**config.mk**
```make
export PLATFORM = sky130hd
export DESIGN_NAME = lldma_chan
export DESIGN_NICKNAME = d
export VERILOG_FILES = /design/src/rtl/lldma_pkg.sv /design/src/rtl/lldma_dp.sv /design/src/rtl/lldma_ctl.sv /design/src/rtl/lldma_chan.sv
export SDC_FILE = /design/constraint.sdc
export NUM_CORES = 1
export LEC_CHECK = 0
export ABC_CLOCK_PERIOD_IN_PS = 3500
export BUFFER_PORTS_ARGS = -buffer_cell sky130_fd_sc_hd__buf_4
export CORE_UTILIZATION = 40
export CTS_CLUSTER_DIAMETER = 50
export DETAILED_ROUTE_END_ITERATION = 16
export PLACE_DENSITY = 0.7
export SKIP_CTS_REPAIR_TIMING = 1
export SYNTH_ARGS = -nofsm -noshare
export SYNTH_HDL_FRONTEND = slang
export SYNTH_SLANG_ARGS = --single-unit
export TNS_END_PERCENT = 1
```
**constraint.sdc**
```tcl
create_clock -name clk -period 3.5 [get_ports clk]
set_input_delay 0.35 -clock clk [delete_from_list [all_inputs] [get_ports clk]]
set_output_delay 0.35 -clock clk [all_outputs]
set_load 0.03 [all_outputs]
```
**src/rtl/lldma_pkg.sv**
```systemverilog
package lldma_pkg;
  typedef enum logic [1:0] {SEL_DESC, SEL_CTRLA, SEL_SRC, SEL_DST} memSel_e;

  typedef struct packed {
    logic       start;
    logic       capDesc;
    logic [1:0] descIdx;
    logic       bufBegin;
    logic       rdDone;
    logic       wrDone;
    logic       nextDesc;
    logic       wbFinal;
    memSel_e    sel;
  } strobes_t;
endpackage

```
**src/rtl/lldma_dp.sv**
```systemverilog
module lldma_dp
  import lldma_pkg::*;
#(
  parameter int DATA_W = 32,
  parameter int CNT_W  = 16,
  parameter int REG_AW = 2
) (
  input  logic              clk,
  input  logic              rstN,
  input  logic              regWrEn,
  input  logic [REG_AW-1:0] regAddr,
  input  logic [DATA_W-1:0] regWrData,
  input  logic              busy,
  input  strobes_t          stb,
  input  logic [DATA_W-1:0] memRspData,
  output logic [DATA_W-1:0] memReqAddr,
  output logic [DATA_W-1:0] memReqWData,
  output logic              sizeZero,
  output logic              lastWord,
  output logic              chainEnd
);
  localparam int STEP = DATA_W / 8;
  localparam logic [DATA_W-1:0] STEP_V = DATA_W'(STEP);

  logic [DATA_W-1:0] srcInit, headPtr, descPtr, srcCur, dstCur, ctrlA, nextPtr, dataBuf;
  logic              dstFixed;
  logic [CNT_W-1:0]  moved;

  always_ff @(posedge clk) begin
    if (!rstN) begin
      srcInit  <= '0;
      headPtr  <= '0;
      descPtr  <= '0;
      srcCur   <= '0;
      dstCur   <= '0;
      ctrlA    <= '0;
      nextPtr  <= '0;
      dataBuf  <= '0;
      dstFixed <= 1'b0;
      moved    <= '0;
    end else begin
      if (regWrEn && !busy && regAddr == REG_AW'(0)) srcInit <= regWrData;
      if (regWrEn && !busy && regAddr == REG_AW'(1)) headPtr <= regWrData;
      if (stb.start) descPtr <= headPtr;
      if (stb.capDesc) begin
        case (stb.descIdx)
          2'd0:    dstCur   <= memRspData;
          2'd1:    ctrlA    <= memRspData;
          2'd2:    dstFixed <= memRspData[0];
          default: nextPtr  <= memRspData;
        endcase
      end
      if (stb.bufBegin) begin
        srcCur <= srcInit;
        moved  <= '0;
      end
      if (stb.rdDone) begin
        dataBuf <= memRspData;
        srcCur  <= srcCur + STEP_V;
      end
      if (stb.wrDone) begin
        dstCur <= dstFixed ? dstCur : dstCur + STEP_V;
        moved  <= moved + CNT_W'(1);
      end
      if (stb.nextDesc) descPtr <= nextPtr;
    end
  end

  always_comb begin
    memReqWData = dataBuf;
    case (stb.sel)
      SEL_DESC:  memReqAddr = descPtr + (DATA_W'(stb.descIdx) + DATA_W'(1)) * STEP_V;
      SEL_CTRLA: begin
        memReqAddr  = descPtr + DATA_W'(2 * STEP);
        memReqWData = stb.wbFinal ? {1'b1, ctrlA[DATA_W-2:CNT_W], moved}
                                  : {1'b0, ctrlA[DATA_W-2:0]};
      end
      SEL_SRC:   memReqAddr = srcCur;
      default:   memReqAddr = dstCur;
    endcase
  end

  assign sizeZero = (ctrlA[CNT_W-1:0] == '0);
  assign lastWord = ((CNT_W+1)'(moved) + (CNT_W+1)'(1)) == (CNT_W+1)'(ctrlA[CNT_W-1:0]);
  assign chainEnd = (nextPtr == '0);
endmodule

```
**src/rtl/lldma_ctl.sv**
```systemverilog
module lldma_ctl
  import lldma_pkg::*;
#(
  parameter int REG_AW = 2
) (
  input  logic              clk,
  input  logic              rstN,
  input  logic              regWrEn,
  input  logic [REG_AW-1:0] regAddr,
  input  logic [1:0]        regBits,
  input  logic              memReqReady,
  input  logic              memRspValid,
  input  logic              sizeZero,
  input  logic              lastWord,
  input  logic              chainEnd,
  output strobes_t          stb,
  output logic              memReqValid,
  output logic              memReqWrite,
  output logic              chanEnabled,
  output logic              bufDoneIrq,
  output logic              xferDoneIrq
);
  typedef enum logic [2:0] {ST_IDLE, ST_FETCH, ST_CLR, ST_RD, ST_WR, ST_WB} state_e;

  state_e     state;
  logic       waitRsp;
  logic [1:0] idx;
  logic       accept, enWrite, clrWrite;

  assign enWrite  = regWrEn && regAddr == REG_AW'(2) && regBits[0];
  assign clrWrite = regWrEn && regAddr == REG_AW'(3);

  always_comb begin
    stb         = '0;
    stb.sel     = SEL_DESC;
    stb.descIdx = idx;
    memReqValid = 1'b0;
    memReqWrite = 1'b0;
    case (state)
      ST_FETCH: memReqValid = !waitRsp;
      ST_CLR: begin
        stb.sel = SEL_CTRLA;
        memReqValid = 1'b1;
        memReqWrite = 1'b1;
      end
      ST_RD: begin
        stb.sel = SEL_SRC;
        memReqValid = !waitRsp;
      end
      ST_WR: begin
        stb.sel = SEL_DST;
        memReqValid = 1'b1;
        memReqWrite = 1'b1;
      end
      ST_WB: begin
        stb.sel = SEL_CTRLA;
        stb.wbFinal = 1'b1;
        memReqValid = 1'b1;
        memReqWrite = 1'b1;
      end
      default: ;
    endcase
    accept       = memReqValid && memReqReady;
    stb.start    = (state == ST_IDLE) && enWrite;
    stb.capDesc  = (state == ST_FETCH) && waitRsp && memRspValid;
    stb.bufBegin = (state == ST_CLR) && accept;
    stb.rdDone   = (state == ST_RD) && waitRsp && memRspValid;
    stb.wrDone   = (state == ST_WR) && accept;
    stb.nextDesc = (state == ST_WB) && accept && !chainEnd;
  end

  always_ff @(posedge clk) begin
    if (!rstN) begin
      state       <= ST_IDLE;
      waitRsp     <= 1'b0;
      idx         <= '0;
      bufDoneIrq  <= 1'b0;
      xferDoneIrq <= 1'b0;
    end else begin
      if (clrWrite && regBits[0]) bufDoneIrq  <= 1'b0;
      if (clrWrite && regBits[1]) xferDoneIrq <= 1'b0;
      if (accept && !memReqWrite) waitRsp <= 1'b1;
      case (state)
        ST_IDLE: if (stb.start) begin
          state <= ST_FETCH;
          idx   <= '0;
        end
        ST_FETCH: if (stb.capDesc) begin
          waitRsp <= 1'b0;
          idx     <= idx + 2'd1;
          if (idx == 2'd3) state <= ST_CLR;
        end
        ST_CLR: if (accept) state <= sizeZero ? ST_WB : ST_RD;
        ST_RD: if (stb.rdDone) begin
          waitRsp <= 1'b0;
          state   <= ST_WR;
        end
        ST_WR: if (accept) state <= lastWord ? ST_WB : ST_RD;
        ST_WB: if (accept) begin
          bufDoneIrq <= 1'b1;
          idx        <= '0;
          if (chainEnd) begin
            xferDoneIrq <= 1'b1;
            state       <= ST_IDLE;
          end else begin
            state <= ST_FETCH;
          end
        end
        default: state <= ST_IDLE;
      endcase
    end
  end

  assign chanEnabled = (state != ST_IDLE);
endmodule

```
**src/rtl/lldma_chan.sv**
```systemverilog
module lldma_chan
  import lldma_pkg::*;
#(
  parameter int DATA_W = 32,
  parameter int CNT_W  = 16,
  parameter int REG_AW = 2
) (
  input  logic              clk,
  input  logic              rstN,
  input  logic              regWrEn,
  input  logic [REG_AW-1:0] regAddr,
  input  logic [DATA_W-1:0] regWrData,
  output logic              memReqValid,
  input  logic              memReqReady,
  output logic              memReqWrite,
  output logic [DATA_W-1:0] memReqAddr,
  output logic [DATA_W-1:0] memReqWData,
  input  logic              memRspValid,
  input  logic [DATA_W-1:0] memRspData,
  output logic              chanEnabled,
  output logic              bufDoneIrq,
  output logic              xferDoneIrq
);
  strobes_t stb;
  logic     sizeZero, lastWord, chainEnd;

  lldma_ctl #(.REG_AW(REG_AW)) u_ctl (
    .clk(clk), .rstN(rstN), .regWrEn(regWrEn), .regAddr(regAddr),
    .regBits(regWrData[1:0]), .memReqReady(memReqReady), .memRspValid(memRspValid),
    .sizeZero(sizeZero), .lastWord(lastWord), .chainEnd(chainEnd), .stb(stb),
    .memReqValid(memReqValid), .memReqWrite(memReqWrite), .chanEnabled(chanEnabled),
    .bufDoneIrq(bufDoneIrq), .xferDoneIrq(xferDoneIrq)
  );

  lldma_dp #(.DATA_W(DATA_W), .CNT_W(CNT_W), .REG_AW(REG_AW)) u_dp (
    .clk(clk), .rstN(rstN), .regWrEn(regWrEn), .regAddr(regAddr),
    .regWrData(regWrData), .busy(chanEnabled), .stb(stb), .memRspData(memRspData),
    .memReqAddr(memReqAddr), .memReqWData(memReqWData), .sizeZero(sizeZero),
    .lastWord(lastWord), .chainEnd(chainEnd)
  );
endmodule

```
# Word-level counts from Yosys, hierarchy flattened
# Cells that the tools add are included.
# classes
n_reduce_logical	46
mux	43
n_eq_ne	22
n_bitwise	1
add_sub_neg	8
# ops
op	count
$mux 32	10
$pmux 32 s3	1
$add 32x3->32 const B	2
$add 32x32->32	1
$add 32x4->32 const B	1
$logic_not 32->1	1
$mux 16	2
$mux 3	9
$logic_and 1x1->1	19
$pmux 3 s6	1
$add 16x1->17 const B	1
$eq 17x16->1	1
$add 16x1->16 const B	1
$logic_not 16->1	1
$mux 1	13
$pmux 2 s3	2
$eq 2x2->1 const B	5
$ne 2x2->1 const B	5
$reduce_bool 2->1	5
$reduce_and 7->1	1
$eq 2x1->1 const B	3
$eq 3x2->1 const B	2
$eq 3x3->1 const B	2
$logic_not 2->1	3
other kinds (15)	28
# word_totals
out_inout_bits	69
in_bits	71
regBits	280
elab_cells	135

# Longest topological paths before layout
# logic_depth
depth_word	8
ltp_mapped	10
ltp_nobuf	10

# By module
# Synthesis repeated with hierarchy kept, for this count alone.
# unflattened
hier_cells	1935
hier_area_um2	15085.7
# modules_own_cells
mod	instances	cells_per_inst	seq_area_each_um2	area_per_inst_um2
lldma_dp	1	1859	5445.2	14483.9
lldma_ctl	1	76	160.2	601.8

# Least setup slack after synthesis
# Ideal clock, no wire load.
# synth_timing
path_type	reg-to-output
start	register u_ctl.idx[0]
end	output port memReqAddr[30]
required_time_ps	3150
slack_ps	265
path_stages_with_launch	11
arrival_ps	2885
path_buffers	0
cell_sequence	dfxtp_1 inv_1 ha_1 inv_1 fa_1 nor2b_1 o21ai_0 nor2_1 a22oi_1 or4_1 a31oi_1
# synth_between
elab_chain_cells	3
# synth_rtl
item	line	source
start, declared	lldma_ctl.sv:27	logic [1:0] idx;
start signal, assigned	lldma_ctl.sv:90	idx <= idx + 2'd1;
$add 2x1->3	lldma_dp.sv:72	SEL_DESC: memReqAddr = descPtr + (DATA_W'(stb.descIdx) + DATA_W'(1)) * STEP_V;
$add 32x32->32	lldma_dp.sv:72	
$pmux 32 s3	lldma_dp.sv:71	case (stb.sel)
end, declared	lldma_chan.sv:16	output logic [DATA_W-1:0] memReqAddr,
# No other way between the ends.

# Worst setup path after layout
# layout_timing
start	register u_ctl.idx[1]
end	output port memReqAddr[16]
# The elaborated chain is that of the path after synthesis.

==> summary.txt <==
Crit path max fanout -> 5
Area growth, synth to finish -> 19.0%
Die ar. -> 0.0379 mm²
Die Wd -> 195 µm
H-tree depth -> 2
PwrDens -> 434 mW/mm²
DRC -> 0
Hold Crit Class -> in2reg
CTS tree -> built
Setup TNS -> 0 ps
Peak VDD IR -> 342 µV
Root buf cell -> clkbuf_16
Post-Synthesis Cells -> 2054
Crit end category -> output pin
Largest net degree at the start of global routing -> 178
Fin. Hold Viols -> 0
Clock Pin Slew Worst Setup and Hold Paths -> 60 ps
Max-slew violations -> 0
Initial antenna violation count -> 1
Worst Path Arrival -> 3080 ps
Synth Warn # -> 0
Detailed Route WL -> 52.8 mm
Worst clock skew -> 22.9 ps
Antenna cells -> 0
Final GP Congestion -> 0.975
Yosys reg bits -> 280
Synthesized area per cell -> 7.23 µm²
Fill cells -> 3657
Routed len/inst -> 20.2 µm
Fmax -> 291 MHz
Slew @ Worst Pin -> 986 ps
Commonest non-fill, non-tap cell in the layout -> nand2_1
Final-stage net count -> 2209
Fraction of registers with async set/reset -> 0%
Dpl ws -> 142 ps
Crit start category -> register
Seq/Total Area, Yosys -> 37.7%
Number of max-cap violations -> 0
Number of synthesized flops with an enable pin -> 0
Detailed Route Iter0 Violations -> 1298
CP Class -> reg2out
Setup slack after layout -> 66.6 ps
Number of global-route vias before repair -> 14200
Leak pwr -> 6.68 nW
Share of cells above drive strength 1 -> 13.6%
Most frequent cells in the layout -> nand2_1 (521), a21oi_1 (278), dfxtp_1 (277), buf_4 (193), nor2_1 (166)
Overflow after GRT -> 0
Top FF cell, synth -> dfxtp_1
Initial Utilization -> 40.6%
Final period util -> 98.1%
Die height -> 195 µm
Pre-antenna DRT Iters -> 6
Cell Rows -> 70
DR vias/cell -> 5.87
# clock sinks -> 280
Synthesized cell area -> 0.0149 mm²
Vias -> 15400
Antenna viol nets, final -> 0
IO Count -> 140
CORE AREA -> 0.0366 mm²
Status -> complete, no violations
Post-Syn Nets -> 2138
Final Power -> 7.68 mW
Final min period -> 3430 ps
First-pass GRT wire length -> 81.5 mm
Worst endpoint required time -> 3150 ps
Overall Global Routing Usage -> 27.2%
RSZ-0062 raised after global routing -> yes
CTS Buf Count -> 38
Relative slew slack -> 33.7%
CTS Buffer Depth -> 3
Hpwl dp -> 37.3 mm
Number of I/O port buffers -> 139
Worst-Skew Late Latency -> 540 ps
Setup violators final -> 0
Yosys cell types -> 70
==> cell usage after synthesis, drive strengths merged, types with 12 or more instances <==
cell,instances,area share (%)
a21oi,279,9.4
nor4,32,1.3
dfxtp,280,38
o21ai,60,2.0
xnor2,34,2.0
buf,33,1.0
clkbuf,132,3.4
ha,12,1.0
a31oi,34,1.4
mux2i,44,3.0
nor2,169,4.3
nand3,51,1.7
a221oi,14,0.83
nand4,33,1.4
inv,16,0.40
o211ai,18,0.91
a22oi,20,1.0
xor2,30,1.8
nand2,521,13
nor3,30,1.0
and3,18,0.76
and4,12,0.71
a211oi,40,2.0
==> critical path, stage by stage (launching register included) <==
cell and delay [ps]:
dfxtp_4 370, inv_1 80, ha_4 280, inv_1 60, fa_2 390, nor2b_4 150, o2111a_1 250, nand3_1 110
xnor2_1 130, a222oi_1 360, a21oi_1 180, buf_4 210
==> stage by stage <==
step                      hold slack [ps]  std cells  util [%]  cell area, µm²
after floorplan                       432       2054         -           14900
after global placement                441       2553      44.6           16300
after detailed placement              447       2553      44.6           16300
after CTS                            43.6       2619      48.1           17600
after global routing                 52.6       2619      48.3           17700
final                                66.1       2619      48.3           17700
==> registers in the layout (all words and copies together) (netlist names) <==
name / cells
u_ctl.waitRsp: 1
u_ctl.state: 3
u_dp.descPtr: 32
u_ctl.idx: 2
u_dp.headPtr: 32
u_dp.dstCur: 32
u_dp.dstFixed: 1
u_dp.nextPtr: 32
u_ctl.xferDoneIrq: 1
u_dp.moved: 16
u_dp.srcInit: 32
u_dp.ctrlA: 31
u_ctl.bufDoneIrq: 1
u_dp.srcCur: 32
u_dp.dataBuf: 32
==> routing by layer <==
metal | wire [µm] | part of all wire [%] | up-vias | track usage [%]
li1 | - | - | 7351 | -
met1 | 23000 | 44 | 7302 | 36.7
met2 | 23700 | 45 | 610 | 42.5
met3 | 4240 | 8.0 | 111 | 5.59
met4 | 1920 | 3.6 | 2 | 10.9
met5 | 9 | 0.017 | - | 0
==> worst paths after layout <==
check	startpoint	endpoint	slack [ps]	depth (start not counted)
setup / recovery	u_ctl.idx[1]$_SDFFE_PN0P_	memReqAddr[16]	70	11
setup reg to reg	u_ctl.state[2]$_SDFFE_PN0P_	u_dp.dstCur[12]$_SDFFE_PN0P_	750	9
hold / removal	regWrData[23]	u_dp.srcInit[23]$_SDFFE_PN0P_	70	3
hold reg to reg	u_dp.ctrlA[19]$_SDFFE_PN0P_	u_dp.ctrlA[19]$_SDFFE_PN0P_	450	2
==> power breakdown <==
| group | leakage [nW] | total [mW] | switching [mW] | internal [mW] |
|---|---|---|---|---|
| clock network | 0.619 | 3.93 | 1.53 | 2.40 |
| registers | 2.26 | 3.28 | 0.0437 | 3.23 |
| logic | 3.80 | 0.468 | 0.303 | 0.165 |
| total | 6.68 | 7.68 | 1.88 | 5.80 |
==> logic make-up (layout without fill, tap and decap cells) <==
kind of cell,count (synthesis),count (layout),synth area share [%]
buffers and inverters,181,278,4.77
xor gates and xnor gates,64,64,3.77
and+or+nand+nor,927,927,27.3
muxes,47,47,3.19
adders and majority gates,13,13,1.15
AOI/OAI and AO/OA,542,542,22.1
DFF,280,280,37.7
==> final cells by class <==
cell class,count,area (µm²),share of cell area [%]
Timing Repair Buffer,196,1500,8.48
Clock buffer,47,1020,5.79
Clock inverter,19,253,1.43
Sequential cell,280,5610,31.7
Tap cell,468,586,3.31
Inverter,16,65.1,0.368
Multi-Input combinational cell,1593,8640,48.9
Note: power is estimated with default switching activity, not from simulation.
